==> src/rtl/pwcap_pkg.sv <==
package pwcap_pkg;
  localparam int DATA_W = 16;
  localparam int ADDR_W = 3;
  localparam logic [ADDR_W-1:0] A_CTRL   = 3'd0;
  localparam logic [ADDR_W-1:0] A_LIMIT  = 3'd1;
  localparam logic [ADDR_W-1:0] A_CAPCFG = 3'd2;
  localparam logic [ADDR_W-1:0] A_FLAGS  = 3'd3;
  localparam int               A_CAP0   = 4;
  localparam logic [ADDR_W-1:0] A_COUNT  = 3'd6;
  localparam logic [ADDR_W-1:0] A_PSC    = 3'd7;
  localparam int CTRL_RUN  = 0;
  localparam int CTRL_HOLD = 1;
  localparam int CTRL_EXT  = 2;
  localparam int CFG_W     = 4;
endpackage

==> src/rtl/pwcap_edge_sync.sv <==
module pwcap_edge_sync #(
  parameter int STAGES = 2
) (
  input  logic clk,
  input  logic rst_n,
  input  logic pin,
  output logic lvl,
  output logic lvl_prev
);
  logic [STAGES-1:0] chain_q;
  logic              prev_q;

  always_ff @(posedge clk or negedge rst_n) begin
    if (!rst_n) begin
      chain_q <= '0;
      prev_q  <= 1'b0;
    end else begin
      chain_q <= {chain_q[STAGES-2:0], pin};
      prev_q  <= chain_q[STAGES-1];
    end
  end

  assign lvl      = chain_q[STAGES-1];
  assign lvl_prev = prev_q;
endmodule

==> src/rtl/pwcap_count_core.sv <==
module pwcap_count_core #(
  parameter int CNT_W = 16,
  parameter int PSC_W = 16
) (
  input  logic             clk,
  input  logic             rst_n,
  input  logic             run,
  input  logic             hold,
  input  logic             ext_mode,
  input  logic             ext_rise,
  input  logic             clr,
  input  logic [PSC_W-1:0] psc_lim,
  output logic [CNT_W-1:0] count,
  output logic [PSC_W-1:0] psc
);
  logic [CNT_W-1:0] cnt_q, cnt_d;
  logic [PSC_W-1:0] psc_q, psc_d;
  logic             tick;
  logic             upd;

  always_comb begin
    tick  = run & (ext_mode ? ext_rise : 1'b1);
    cnt_d = cnt_q;
    psc_d = psc_q;
    upd   = 1'b0;
    if (hold || clr) begin
      cnt_d = '0;
      psc_d = '0;
      upd   = 1'b1;
    end else if (tick) begin
      upd = 1'b1;
      if (psc_q >= psc_lim) begin
        psc_d = '0;
        cnt_d = cnt_q + CNT_W'(1);
      end else begin
        psc_d = psc_q + PSC_W'(1);
      end
    end
  end

  always_ff @(posedge clk or negedge rst_n) begin
    if (!rst_n) begin
      cnt_q <= '0;
      psc_q <= '0;
    end else if (upd) begin
      cnt_q <= cnt_d;
      psc_q <= psc_d;
    end
  end

  assign count = cnt_q;
  assign psc   = psc_q;

  a_r5_hold_zero: assert property (@(posedge clk) disable iff (!rst_n)
    hold |=> (cnt_q == '0 && psc_q == '0));
  a_r7_clear_wins: assert property (@(posedge clk) disable iff (!rst_n)
    clr |=> (cnt_q == '0 && psc_q == '0));
  a_r4_frozen: assert property (@(posedge clk) disable iff (!rst_n)
    (!run && !hold && !clr) |=> ($stable(cnt_q) && $stable(psc_q)));
  a_r2_single_step: assert property (@(posedge clk) disable iff (!rst_n)
    1'b1 |=> (cnt_q == $past(cnt_q) || cnt_q == $past(cnt_q) + CNT_W'(1) || cnt_q == '0));
endmodule

==> src/rtl/pwcap_cap_chan.sv <==
module pwcap_cap_chan #(
  parameter int CNT_W = 16
) (
  input  logic             clk,
  input  logic             rst_n,
  input  logic             pin,
  input  logic             en_rise,
  input  logic             en_fall,
  input  logic [CNT_W-1:0] count,
  output logic             hit,
  output logic [CNT_W-1:0] cap_val
);
  logic             lvl, lvl_prev;
  logic [CNT_W-1:0] cap_q;

  pwcap_edge_sync #(.STAGES(2)) u_sync (
    .clk(clk), .rst_n(rst_n), .pin(pin), .lvl(lvl), .lvl_prev(lvl_prev)
  );

  assign hit = (en_rise & lvl & ~lvl_prev) | (en_fall & ~lvl & lvl_prev);

  always_ff @(posedge clk or negedge rst_n) begin
    if (!rst_n) cap_q <= '0;
    else if (hit) cap_q <= count;
  end

  assign cap_val = cap_q;

  a_r6_load_count: assert property (@(posedge clk) disable iff (!rst_n)
    hit |=> (cap_q == $past(count)));
  a_r6_hold_idle: assert property (@(posedge clk) disable iff (!rst_n)
    !hit |=> $stable(cap_q));
endmodule

==> src/rtl/pwcap_timer.sv <==
module pwcap_timer
  import pwcap_pkg::*;
#(
  parameter int CNT_W = 16,
  parameter int PSC_W = 16,
  parameter int N_CAP = 2
) (
  input  logic              clk,
  input  logic              rst_n,
  input  logic              bus_we,
  input  logic [ADDR_W-1:0] bus_addr,
  input  logic [DATA_W-1:0] bus_wdata,
  output logic [DATA_W-1:0] bus_rdata,
  input  logic [N_CAP-1:0]  cap_in,
  input  logic              cnt_in,
  output logic              irq
);
  localparam int CFG_BITS = CFG_W * N_CAP;

  logic [1:0]          rst_pipe;
  logic                rst_i_n;
  logic [2:0]          ctrl_q;
  logic [PSC_W-1:0]    lim_q;
  logic [CFG_BITS-1:0] cfg_q;
  logic [N_CAP-1:0]    flag_q, flag_d, hit, w1c;
  logic [CNT_W-1:0]    count;
  logic [PSC_W-1:0]    psc;
  logic [CNT_W-1:0]    cap_val [N_CAP];
  logic                cnt_lvl, cnt_prev;
  logic                clr_any;

  always_ff @(posedge clk or negedge rst_n) begin
    if (!rst_n) rst_pipe <= 2'b00;
    else        rst_pipe <= {rst_pipe[0], 1'b1};
  end
  assign rst_i_n = rst_pipe[1];

  pwcap_edge_sync #(.STAGES(2)) u_cnt_sync (
    .clk(clk), .rst_n(rst_i_n), .pin(cnt_in), .lvl(cnt_lvl), .lvl_prev(cnt_prev)
  );

  for (genvar i = 0; i < N_CAP; i++) begin : g_cap
    pwcap_cap_chan #(.CNT_W(CNT_W)) u_chan (
      .clk(clk), .rst_n(rst_i_n), .pin(cap_in[i]),
      .en_rise(cfg_q[CFG_W*i]), .en_fall(cfg_q[CFG_W*i+1]),
      .count(count), .hit(hit[i]), .cap_val(cap_val[i])
    );
  end

  always_comb begin
    clr_any = 1'b0;
    w1c     = '0;
    if (bus_we && bus_addr == A_FLAGS) w1c = bus_wdata[N_CAP-1:0];
    for (int i = 0; i < N_CAP; i++) begin
      clr_any   = clr_any | (hit[i] & cfg_q[CFG_W*i+3]);
      flag_d[i] = (hit[i] & cfg_q[CFG_W*i+2]) | (flag_q[i] & ~w1c[i]);
    end
  end

  pwcap_count_core #(.CNT_W(CNT_W), .PSC_W(PSC_W)) u_core (
    .clk(clk), .rst_n(rst_i_n),
    .run(ctrl_q[CTRL_RUN]), .hold(ctrl_q[CTRL_HOLD]), .ext_mode(ctrl_q[CTRL_EXT]),
    .ext_rise(cnt_lvl & ~cnt_prev), .clr(clr_any), .psc_lim(lim_q),
    .count(count), .psc(psc)
  );

  always_ff @(posedge clk or negedge rst_i_n) begin
    if (!rst_i_n) begin
      ctrl_q <= '0;
      lim_q  <= '0;
      cfg_q  <= '0;
      flag_q <= '0;
    end else begin
      flag_q <= flag_d;
      if (bus_we && bus_addr == A_CTRL)   ctrl_q <= bus_wdata[2:0];
      if (bus_we && bus_addr == A_LIMIT)  lim_q  <= bus_wdata[PSC_W-1:0];
      if (bus_we && bus_addr == A_CAPCFG) cfg_q  <= bus_wdata[CFG_BITS-1:0];
    end
  end

  always_comb begin
    bus_rdata = '0;
    case (bus_addr)
      A_CTRL:   bus_rdata = DATA_W'(ctrl_q);
      A_LIMIT:  bus_rdata = DATA_W'(lim_q);
      A_CAPCFG: bus_rdata = DATA_W'(cfg_q);
      A_FLAGS:  bus_rdata = DATA_W'(flag_q);
      A_COUNT:  bus_rdata = DATA_W'(count);
      A_PSC:    bus_rdata = DATA_W'(psc);
      default:  bus_rdata = '0;
    endcase
    for (int i = 0; i < N_CAP; i++)
      if (bus_addr == ADDR_W'(A_CAP0 + i)) bus_rdata = DATA_W'(cap_val[i]);
  end

  assign irq = |flag_q;

  a_r8_sticky: assert property (@(posedge clk) disable iff (!rst_i_n)
    1'b1 |=> ((flag_q & $past(flag_q & ~w1c)) == $past(flag_q & ~w1c)));
  a_r8_irq_idle: assert property (@(posedge clk) disable iff (!rst_i_n)
    (flag_q == '0 && hit == '0) |=> !irq);
endmodule

==> config.mk <==
export PLATFORM = sky130hd
export DESIGN_NAME = pwcap_timer
export DESIGN_NICKNAME = d
export VERILOG_FILES = /design/src/rtl/pwcap_pkg.sv /design/src/rtl/pwcap_edge_sync.sv /design/src/rtl/pwcap_count_core.sv /design/src/rtl/pwcap_cap_chan.sv /design/src/rtl/pwcap_timer.sv
export SDC_FILE = /design/constraint.sdc
export NUM_CORES = 1
export LEC_CHECK = 0
export BUFFER_PORTS_ARGS = -buffer_cell sky130_fd_sc_hd__buf_2
export CAP_MARGIN = 20
export CORE_MARGIN = 2
export CORE_UTILIZATION = 34
export CTS_CLUSTER_DIAMETER = 150
export DETAILED_ROUTE_END_ITERATION = 12
export PLACE_DENSITY_LB_ADDON = 0.12
export SYNTH_ARGS = -nofsm -noshare
export SYNTH_HDL_FRONTEND = slang
export SYNTH_SLANG_ARGS = --single-unit
==> constraint.sdc <==
create_clock -name clk -period 3.6 [get_ports clk]
set_input_delay 0.72 -clock clk [delete_from_list [all_inputs] [get_ports clk]]
set_output_delay 0.72 -clock clk [all_outputs]
set_load 0.1 [all_outputs]
==> results.cfg, run 1 <==
[run_status]
status = finished, final reports clean

[sta]
fmax_mhz = 324
setup_viol = 0
rsz0062_at_grt = false
finalCriticalPeriod_ns = 3.08
fin_skew_ns = 0.0125
slew_violations = 0
hold_viol = 0
timing.max_slew.rel_slack_pct = 49.5
worst_pin_slew_ns = 0.754
period_share_pct = 85.6
setup_slack_ns = 0.517

[flow_run]
drv_cap = 0

[global_route]
grt_pass1_vias = 4361
antenna_found_initial = 0
grt.overflow.total = 0
grt_max_degree = 58
grtUsageMet3_pct = 3.59
track_usage_pct = 17.9
met1_usage_pct = 23.8
grt.busiest_layer = met2
use_met2_pct = 28.2
grt_pass1_wl_um = 24200

[synth]
avgSynthCellArea_um2 = 10.2
synth.net_count = 582
syn_area_um2 = 5520
synth_top_area_share_pct = 47.1
synth_flop_cell = dfrtp_1
ys_seq_area_share_pct = 47.1
synth_edf_count = 0
async_reset_ff_share_pct = 100
synth_area_leaders = dfrtp_1 47%, mux2_2 11%, nand2_1 4.8%
synth_seq_cells = 104
synth_cell_type_count = 56
synthCells = 539
synth_warnings = 0
yosys.area.top_type = dfrtp_1

[layout]
fin_nets = 618
diodes = 0
syn_to_final_growth_pct = 18.8
fill_cells = 1586
drive_gt1_share_pct = 26.0

[setup_path]
r2r_slack_ns = 0.69
crit_start = bus_addr[2]
slowest_delay_ns = 0.49
crit_family = buffers and inverters
r2r_cells = 8
slowest_stage = buf_2
crit_cells = 7
crit_chain = buf_2 -> buf_4 -> mux2i_1 -> nor2_1 -> a31oi_1 -> a21oi_2 -> buf_2
critical_path_buf_inv_count = 3
path_common_cell = buf_2
start_kind = input pin
timing.rr.end = u_core.psc[13]$_DFFE_PN0P_
path_class = in2out
worst_ep_arrival_time_ns = 2.36
crit_end = bus_rdata[6]
path_max_fanout = 26
reg2reg_from = u_core.psc[0]$_DFFE_PN0P_
required_ns = 2.88
critPathCaptureType = output port

[drt]
dr.pass1.iters = 4
via_count = 4278
drcViolationCount = 0
finalWirelength_um = 14700
vias_per_cell = 5.37
antenna_left = 0
wire_per_inst_um = 18.5
drt-initial-drc-count = 244

[worst_hold_path]
hp-class = in2async

[power]
cellLeakagePower_nw = 2.86
internal-power_mw = 2.15
p_total_mw = 3.12
ir_worst_vdd_v = 0.000257
power_frac_clock_pct = 35.3
comb_power_share_pct = 21.7
sequentialPowerShare_pct = 43.0
p_sw_share_pct = 30.8
power.density_nw_per_um2 = 475
p_switching_mw = 0.961

[clocking]
cts_tree = done
path_clk_slew_ns = 0.06
cts_setup_buffers = 0
clock_path_buffers = 2
cts_resized = 0
cts_buffers = 9
clock_latency_ns = 0.36
postCtsHoldBufs = 0
clkSinkCount = 104
clockRootBuffer = clkbuf_16
h-tree-depth = 3

[floorplan]
die_w_um = 131
die_h_um = 131
io_pins = 42
start_util_pct = 34.8
coreArea_um2 = 15900
std_cell_rows = 46
fp.dieArea_um2 = 17300

[place]
port_buffers = 41
place.gp.congestion = 0.832
dp_hpwl_um = 10600
dp_worst_setup_slack_ns = 0.500
-- kinds of logic (layout without fill, tap and decap cells) --
logic type | count (synthesis) | in the layout | share of synthesized area (%)
xor gates and xnor gates | 7 | 7 | 1.11
DFF | 104 | 104 | 47.1
AOI/OAI and AO/OA | 130 | 130 | 15.6
other | 1 | 1 | 0.0679
muxes | 67 | 67 | 14.0
adders and majority gates | 18 | 18 | 4.08
buffers and inverters | 56 | 97 | 4.26
and+or+nand+nor | 156 | 156 | 13.7
-- routing by layer --
layer	share of wire [%]	vias up
met5	0	-
met2	47	95
li1	-	2041
met1	45	2122
met4	3.2	0
met3	4.0	20
-- flip-flops by register name, indices dropped and copies added (netlist names) --
signal,flops
cfg_q,8
ctrl_q,3
flag_q,2
g_cap.u_chan.cap_val,32
g_cap.u_chan.u_sync.chain_q,4
g_cap.u_chan.u_sync.lvl_prev,2
lim_q,16
rst_pipe,2
u_cnt_sync.chain_q,2
u_cnt_sync.lvl_prev,1
u_core.count,16
u_core.psc,16
-- synthesized netlist by cell type (all sizes together) (5+ instances only) --
cell type  number
inv            24
nand4          12
xnor2           7
nor2b           5
or4             9
o22ai           5
nor2           21
and2            7
mux2i          10
buf            14
o21ai          39
a221oi          6
nand2          71
o211ai          5
clkbuf         18
o31ai           5
nand2b          5
ha             18
a21oi          27
a22o            9
mux2           54
a31oi           7
a22oi          10
dfrtp         104
nand3          10
-- cells in the final DEF, fill, tap and decap left out, drive strengths merged, types with 12 or more instances in the layout --
cell	Yosys	layout
a21oi	27	27
buf	14	57
clkbuf	18	14
dfrtp	104	104
ha	18	18
inv	24	24
mux2	54	54
nand2	71	71
nand4	12	12
nor2	21	21
o21ai	39	39
-- worst min-delay path by stage --
stage,startpoint,endpoint,depth (start not counted)
after floorplan,g_cap[0].u_chan.u_sync.chain_q[0]$_DFF_PN0_,g_cap[0].u_chan.u_sync.chain_q[1]$_DFF_PN0_,0
after global placement,u_cnt_sync.chain_q[0]$_DFF_PN0_,u_cnt_sync.chain_q[1]$_DFF_PN0_,0
after detailed placement,g_cap[1].u_chan.u_sync.chain_q[0]$_DFF_PN0_,g_cap[1].u_chan.u_sync.chain_q[1]$_DFF_PN0_,0
after CTS,rst_n,rst_pipe[1]$_DFF_PN0_,1
after global routing,rst_n,rst_pipe[1]$_DFF_PN0_,1
final,rst_n,rst_pipe[1]$_DFF_PN0_,1
-- power by group through the flow --
stage          clock network [mW]  registers, mW  logic [mW]
2_1_floorplan                   0           1.34       0.475
3_3_place_gp                    0           1.36       0.669
3_5_place_dp                    0           1.36       0.678
4_1_cts                      1.13           1.34       0.680
5_1_grt                      1.18           1.35       0.736
6_report                     1.10           1.34       0.675
-- per-stage QoR --
step / hold WS [ns] / util, % / cells / setup TNS (ns) / area (um2)
global route: 0.124 / 41.3 / 796 / 0 / 6560
CTS: 0.126 / 41.3 / 796 / 0 / 6560
finish: 0.139 / 41.3 / 796 / 0 / 6560
floorplan: 0.331 / - / 539 / -0.477 / 5570
detailed placement: 0.336 / 39.2 / 780 / 0 / 6230
global placement: 0.334 / 39.2 / 780 / 0 / 6230
-- final cells by class --
| cell class | count | area [um2] | share of cell area, % |
|---|---|---|---|
| Multi-Input combinational cell | 379 | 2740 | 41.8 |
| Sequential cell | 104 | 2610 | 39.7 |
| Timing Repair Buffer | 57 | 518 | 7.90 |
| Clock buffer | 14 | 274 | 4.18 |
| Tap cell | 216 | 270 | 4.12 |
| Inverter | 24 | 90.1 | 1.37 |
| Clock inverter | 2 | 60.1 | 0.916 |
(Power assumes the default switching activity.)
==> run 2, diff against run 1 <==
--- a/config.mk
+++ b/config.mk
@@ -5,7 +5,7 @@
 export SDC_FILE = /design/constraint.sdc
 export NUM_CORES = 1
 export LEC_CHECK = 0
-export BUFFER_PORTS_ARGS = -buffer_cell sky130_fd_sc_hd__buf_2
+export BUFFER_PORTS_ARGS = -buffer_cell sky130_fd_sc_hd__buf_4
 export CAP_MARGIN = 20
 export CORE_MARGIN = 2
 export CORE_UTILIZATION = 34
==> run 2 against run 1 <==
Total power is 6.9% lower. Utilization down 1.2 points. Via count fell by 0.68%. First-iteration DRC count increased by 14%. Largest power group unchanged. Largest cell class unchanged. Die area stayed put. Combinational power fell by 4.0%. Design area fell by 2.9%. Critical path depth unchanged. Global-route usage decreased by 0.069 points. Worst hold slack improved by 0.0021 ns. Clock skew fell by 0.0045 ns.
==> results.cfg, run 2 (synthesis gave the netlist of run 1 again) <==
[setup_path]
crit_chain = buf_4 -> nor2b_1 -> buf_4 -> a22o_1 -> nand2_1 -> o21ai_2 -> buf_4
critPathCaptureType = output port
slowest_delay_ns = 0.44
timing.rr.end = u_core.psc[7]$_DFFE_PN0P_
path_common_cell = buf_4
path_class = in2out
slowest_stage = nor2b_1
crit_end = bus_rdata[9]
r2r_slack_ns = 0.68
path_max_fanout = 24
reg2reg_from = u_core.psc[0]$_DFFE_PN0P_
required_ns = 2.88
worst_ep_arrival_time_ns = 2.32
start_kind = input pin
crit_start = bus_addr[0]
r2r_cells = 8

[power]
power_frac_clock_pct = 31.3
power.density_nw_per_um2 = 455
cellLeakagePower_nw = 2.78
p_switching_mw = 0.937
sequentialPowerShare_pct = 46.4
internal-power_mw = 1.96
comb_power_share_pct = 22.3
ir_worst_vdd_v = 0.000329
p_sw_share_pct = 32.3
p_total_mw = 2.90

[layout]
fill_cells = 1616
largest_reg_flops = 32
final_common_cell = dfrtp_1
drive_gt1_share_pct = 24.7
fin_util_pct = 40.1
syn_to_final_growth_pct = 15.4
final_cell_mix = 103 x dfrtp_1, 71 x nand2_1, 54 x mux2_2
fin_cells = 791
fin_nets = 613
diodes = 0

[drt]
antenna_left = 0
wire_per_inst_um = 18.6
drt-initial-drc-count = 279
finalWirelength_um = 14700
dr.pass1.iters = 7
vias_per_cell = 5.37
via_count = 4249
drcViolationCount = 0

[clocking]
clock_latency_ns = 0.35
clkSinkCount = 104
cts_setup_buffers = 0
postCtsHoldBufs = 0
path_clk_slew_ns = 0.06
clock_path_buffers = 2
cts_tree = done
cts_buffers = 9
clockRootBuffer = clkbuf_16
cts_resized = 0
h-tree-depth = 3

[sta]
timing.max_slew.rel_slack_pct = 37.7
rsz0062_at_grt = false
slew_violations = 0
setup_viol = 0
hold_viol = 0
fin_skew_ns = 0.00793
period_share_pct = 84.5
fmax_mhz = 329
worst_pin_slew_ns = 0.935
finalCriticalPeriod_ns = 3.04

[place]
port_buffers = 41
dp_cells = 775
place.gp.congestion = 0.786
dp_hpwl_um = 10600

[global_route]
grt.overflow.total = 0
grt_pass1_wl_um = 24200
antenna_found_initial = 0
grt_pass1_vias = 4359
track_usage_pct = 17.8
grt_max_degree = 67

[floorplan]
std_cell_rows = 46
die_w_um = 131
die_h_um = 131
io_pins = 42
start_util_pct = 34.8
fp.dieArea_um2 = 17300
coreArea_um2 = 15900

[run_status]
status = finished, final reports clean

[flow_run]
drv_cap = 0

[worst_hold_path]
hp-class = in2async
==> run 2: metal layers <==
metal / vias up / wire (um) / global-route usage (%)
met5: - / 0 / 0
met4: 0 / 267 / 5.68
met3: 17 / 503 / 3.55
met2: 85 / 7210 / 29.4
met1: 2125 / 6730 / 23.5
li1: 2022 / - / -
==> run 2: worst max-delay path, delay by kind of cell <==
kind | cells | cell delay, ns
buffers and inverters | 3 | 0.81
AOI/OAI and AO/OA | 2 | 0.25
and+or+nand+nor | 2 | 0.51
==> run 2: power groups by stage <==
stage / Clock, mW / Combinational [mW] / Sequential, mW
2_1_floorplan: 0 / 0.475 / 1.34
5_1_grt: 0.987 / 0.712 / 1.36
6_report: 0.908 / 0.648 / 1.35
3_5_place_dp: 0 / 0.650 / 1.37
3_3_place_gp: 0 / 0.644 / 1.37
4_1_cts: 0.934 / 0.655 / 1.35
==> run 2: area by class of cell <==
cell class	count	area, um2	share of cell area (%)
Multi-Input combinational cell	379	2740	43.0
Tap cell	216	270	4.24
Clock buffer	16	262	4.10
Timing Repair Buffer	52	403	6.32
Inverter	24	90.1	1.41
Sequential cell	104	2610	40.9
==> run 2: how the worst min path moves through the flow <==
stage | slack, ns | cells past startpoint | to | from
after CTS | 0.13 | 1 | rst_pipe[1]$_DFF_PN0_ | rst_n
final | 0.14 | 1 | rst_pipe[1]$_DFF_PN0_ | rst_n
after floorplan | 0.33 | 0 | g_cap[0].u_chan.u_sync.chain_q[1]$_DFF_PN0_ | g_cap[0].u_chan.u_sync.chain_q[0]$_DFF_PN0_
after global placement | 0.33 | 0 | g_cap[1].u_chan.u_sync.chain_q[1]$_DFF_PN0_ | g_cap[1].u_chan.u_sync.chain_q[0]$_DFF_PN0_
after detailed placement | 0.34 | 0 | u_cnt_sync.chain_q[1]$_DFF_PN0_ | u_cnt_sync.chain_q[0]$_DFF_PN0_
after global routing | 0.13 | 1 | rst_pipe[1]$_DFF_PN0_ | rst_n
==> run 2: per-stage QoR <==
| step | cell area, um2 | worst slack, ns | setup TNS (ns) | hold slack, ns |
|---|---|---|---|---|
| 3_3_place_gp | 6110 | 0.589 | 0 | 0.334 |
| 3_5_place_dp | 6110 | 0.588 | 0 | 0.341 |
| 6_report | 6370 | 0.558 | 0 | 0.141 |
| 2_1_floorplan | 5570 | -0.239 | -0.477 | 0.331 |
| 4_1_cts | 6370 | 0.550 | 0 | 0.129 |
| 5_1_grt | 6370 | 0.452 | 0 | 0.126 |
==> run 3, diff against run 2 <==
--- a/config.mk
+++ b/config.mk
@@ -5,6 +5,7 @@
 export SDC_FILE = /design/constraint.sdc
 export NUM_CORES = 1
 export LEC_CHECK = 0
+export ABC_AREA = 1
 export BUFFER_PORTS_ARGS = -buffer_cell sky130_fd_sc_hd__buf_4
 export CAP_MARGIN = 20
 export CORE_MARGIN = 2
==> constraint.sdc (replaced) <==
create_clock -name clk -period 2.7 [get_ports clk]
set_input_delay 0.54 -clock clk [delete_from_list [all_inputs] [get_ports clk]]
set_output_delay 0.54 -clock clk [all_outputs]
set_load 0.1 [all_outputs]
==> run 3 against run 2 <==
Sequential cell count stayed put. Worst setup slack worse by 0.37 ns. Largest cell class unchanged. Non-clock buffer count down 1. Via count is 16% higher. Clock skew about the same. Register-to-register slack hardly changed. Critical endpoint is now bus_rdata[1].
==> results.cfg, run 3 <==
[clocking]
clock_path_buffers = 2
clkSinkCount = 104
h-tree-depth = 3
path_clk_slew_ns = 0.08
cts_buffers = 9
clockRootBuffer = clkbuf_16
clock_latency_ns = 0.36
cts_tree = done

[layout]
drive_gt1_share_pct = 12.1
largest_reg_flops = 32
final_common_cell = nand2_1
final_cell_mix = 211 x nand2_1, 103 x dfrtp_1, 95 x inv_1
fin_util_pct = 39.9
syn_to_final_growth_pct = 15.0
diodes = 0
fin_nets = 832

[synth]
synth_top_area_share_pct = 45.4
synth_edf_count = 0
synth_warnings = 0
yosys.area.top_type = dfrtp_1
yosys.cell_count.top_type = nand2_1
ys_seq_area_share_pct = 45.4
synth_cell_type_count = 36
synthCells = 750
synth.net_count = 793
async_reset_ff_share_pct = 100
synth_seq_cells = 104
avgSynthCellArea_um2 = 7.64
syn_area_um2 = 5730
synth.top_cells.by_count = 212 x nand2_1, 104 x dfrtp_1, 95 x inv_1, 81 x nor2_1, 53 x a21oi_1
synth_flop_cell = dfrtp_1
synth_area_leaders = dfrtp_1 45%, nand2_1 14%, inv_1 6.2%

[power]
cellLeakagePower_nw = 3.17
power_frac_clock_pct = 27.0
internal-power_mw = 2.89
comb_power_share_pct = 30.1
sequentialPowerShare_pct = 42.9
p_switching_mw = 1.93
p_sw_share_pct = 40.0
ir_worst_vdd_v = 0.000329
power.density_nw_per_um2 = 732

[global_route]
grt_max_degree = 103
grt_pass1_wl_um = 25200
grt.overflow.total = 0
antenna_found_initial = 0
track_usage_pct = 18.1
grt_pass1_vias = 4697

[floorplan]
io_pins = 42
coreArea_um2 = 16500
die_w_um = 134
die_h_um = 134
fp.dieArea_um2 = 17900
std_cell_rows = 47
start_util_pct = 34.7

[setup_path]
critPathCaptureType = output port
path_class = in2out
r2r_cells = 13
required_ns = 2.16
start_kind = input pin
worst_ep_arrival_time_ns = 1.98
path_max_fanout = 11

[place]
place.gp.congestion = 0.882
port_buffers = 41
dp_hpwl_um = 11200

[drt]
drcViolationCount = 0
antenna_left = 0
wire_per_inst_um = 15.3
via_count = 4919
finalWirelength_um = 15500
vias_per_cell = 4.85
drt-initial-drc-count = 332
dr.pass1.iters = 5

[sta]
rsz0062_at_grt = false
period_share_pct = 93.2
setup_viol = 0
fin_skew_ns = 0.00820
worst_pin_slew_ns = 0.636
hold_viol = 0
finalCriticalPeriod_ns = 2.52
fmax_mhz = 397
setup_tns_ns = 0
timing.max_slew.rel_slack_pct = 57.6
slew_violations = 0

[run_status]
status = finished, final reports clean

[worst_hold_path]
holdPathStages = 1
hp-class = in2reg

[flow_run]
drv_cap = 0
run 3: cell count changes in the layout (fill, tap and decap cells not counted), sizes merged, moves of 10 or more:
cell / delta
nand3: +42
a21oi: +26
mux2: -51
nor2: +72
nand2: +147
a22oi: -10
o22ai: +10
mux2i: -10
inv: +79
run 3: final cells by class:
class | instances | area [um2]
Timing Repair Buffer | 51 | 398
Fill cell | 1673 | 9940
Inverter | 98 | 370
Multi-Input combinational cell | 525 | 2650
Tap cell | 220 | 275
Clock inverter | 7 | 60.1
Sequential cell | 104 | 2610
Clock buffer | 9 | 225
run 3: final timing paths:
check | from | end | slack (ns)
max in group asynchronous | rst_pipe[1]$_DFF_PN0_ | flag_q[1]$_DFF_PN0_ | 1.82
worst max register to register | lim_q[6]$_DFFE_PN0P_ | u_core.psc[4]$_DFFE_PN0P_ | 0.67
min in group asynchronous | rst_pipe[1]$_DFF_PN0_ | u_cnt_sync.chain_q[0]$_DFF_PN0_ | 0.34
worst min-delay path | cap_in[1] | g_cap[1].u_chan.u_sync.chain_q[0]$_DFF_PN0_ | 0.28
worst min register to register | rst_pipe[1]$_DFF_PN0_ | u_cnt_sync.chain_q[0]$_DFF_PN0_ | 0.34
worst max-delay path | bus_addr[0] | bus_rdata[1] | 0.18
run 3: layer usage:
metal | up-vias | share of wire, % | GRT usage, %
li1 | 2479 | - | -
met1 | 2336 | 48 | 25.4
met2 | 85 | 46 | 28.3
met3 | 19 | 3.7 | 3.59
met4 | 0 | 1.5 | 5.38
met5 | - | 0 | 0
run 3: logic make-up after synthesis:
kind of cell,share of synthesized area (%)
fa+ha+maj,3.93
compound gates,11.8
buf+inv,8.65
flops,45.4
other cells,0.0655
mux,0.590
simple gates,29.1
xor+xnor,0.459
run 3: repair_timing:
| action | CTS | global route |
|---|---|---|
| gates resized for setup | 0 | 0 |
| buffers inserted | 0 | 0 |
| hold buffers | 1 | 0 |
| endpoints found under the hold margin | 2 | 0 |
run 3: metrics by stage:
| stage | cells | power [mW] | worst slack (ns) | instance area (um2) | hold WS, ns |
|---|---|---|---|---|---|
| detailed placement | 997 | 3.56 | 0.194 | 6290 | 0.324 |
| global placement | 997 | 3.53 | 0.206 | 6290 | 0.322 |
| global route | 1014 | 5.13 | 0.0589 | 6590 | 0.265 |
| CTS | 1014 | 4.87 | 0.187 | 6590 | 0.271 |
| floorplan | 750 | 3.15 | -0.288 | 5750 | 0.244 |
| finish | 1014 | 4.82 | 0.183 | 6590 | 0.280 |
run 3: worst max-delay path, cell delays in order:
cell,delay [ns]
buf_4,0.13
inv_1,0.04
nor2_1,0.12
nand2_1,0.29
inv_2,0.26
nand2_1,0.08
nand3_1,0.09
a21oi_1,0.05
nand3_1,0.08
buf_4,0.29
run 3: power groups by stage:
stage	clock network (mW)	logic, mW	registers, mW
final	1.30	1.45	2.07
after global routing	1.41	1.61	2.10
after CTS	1.34	1.47	2.06
after detailed placement	0	1.47	2.09
after global placement	0	1.44	2.09
after floorplan	0	1.13	2.03
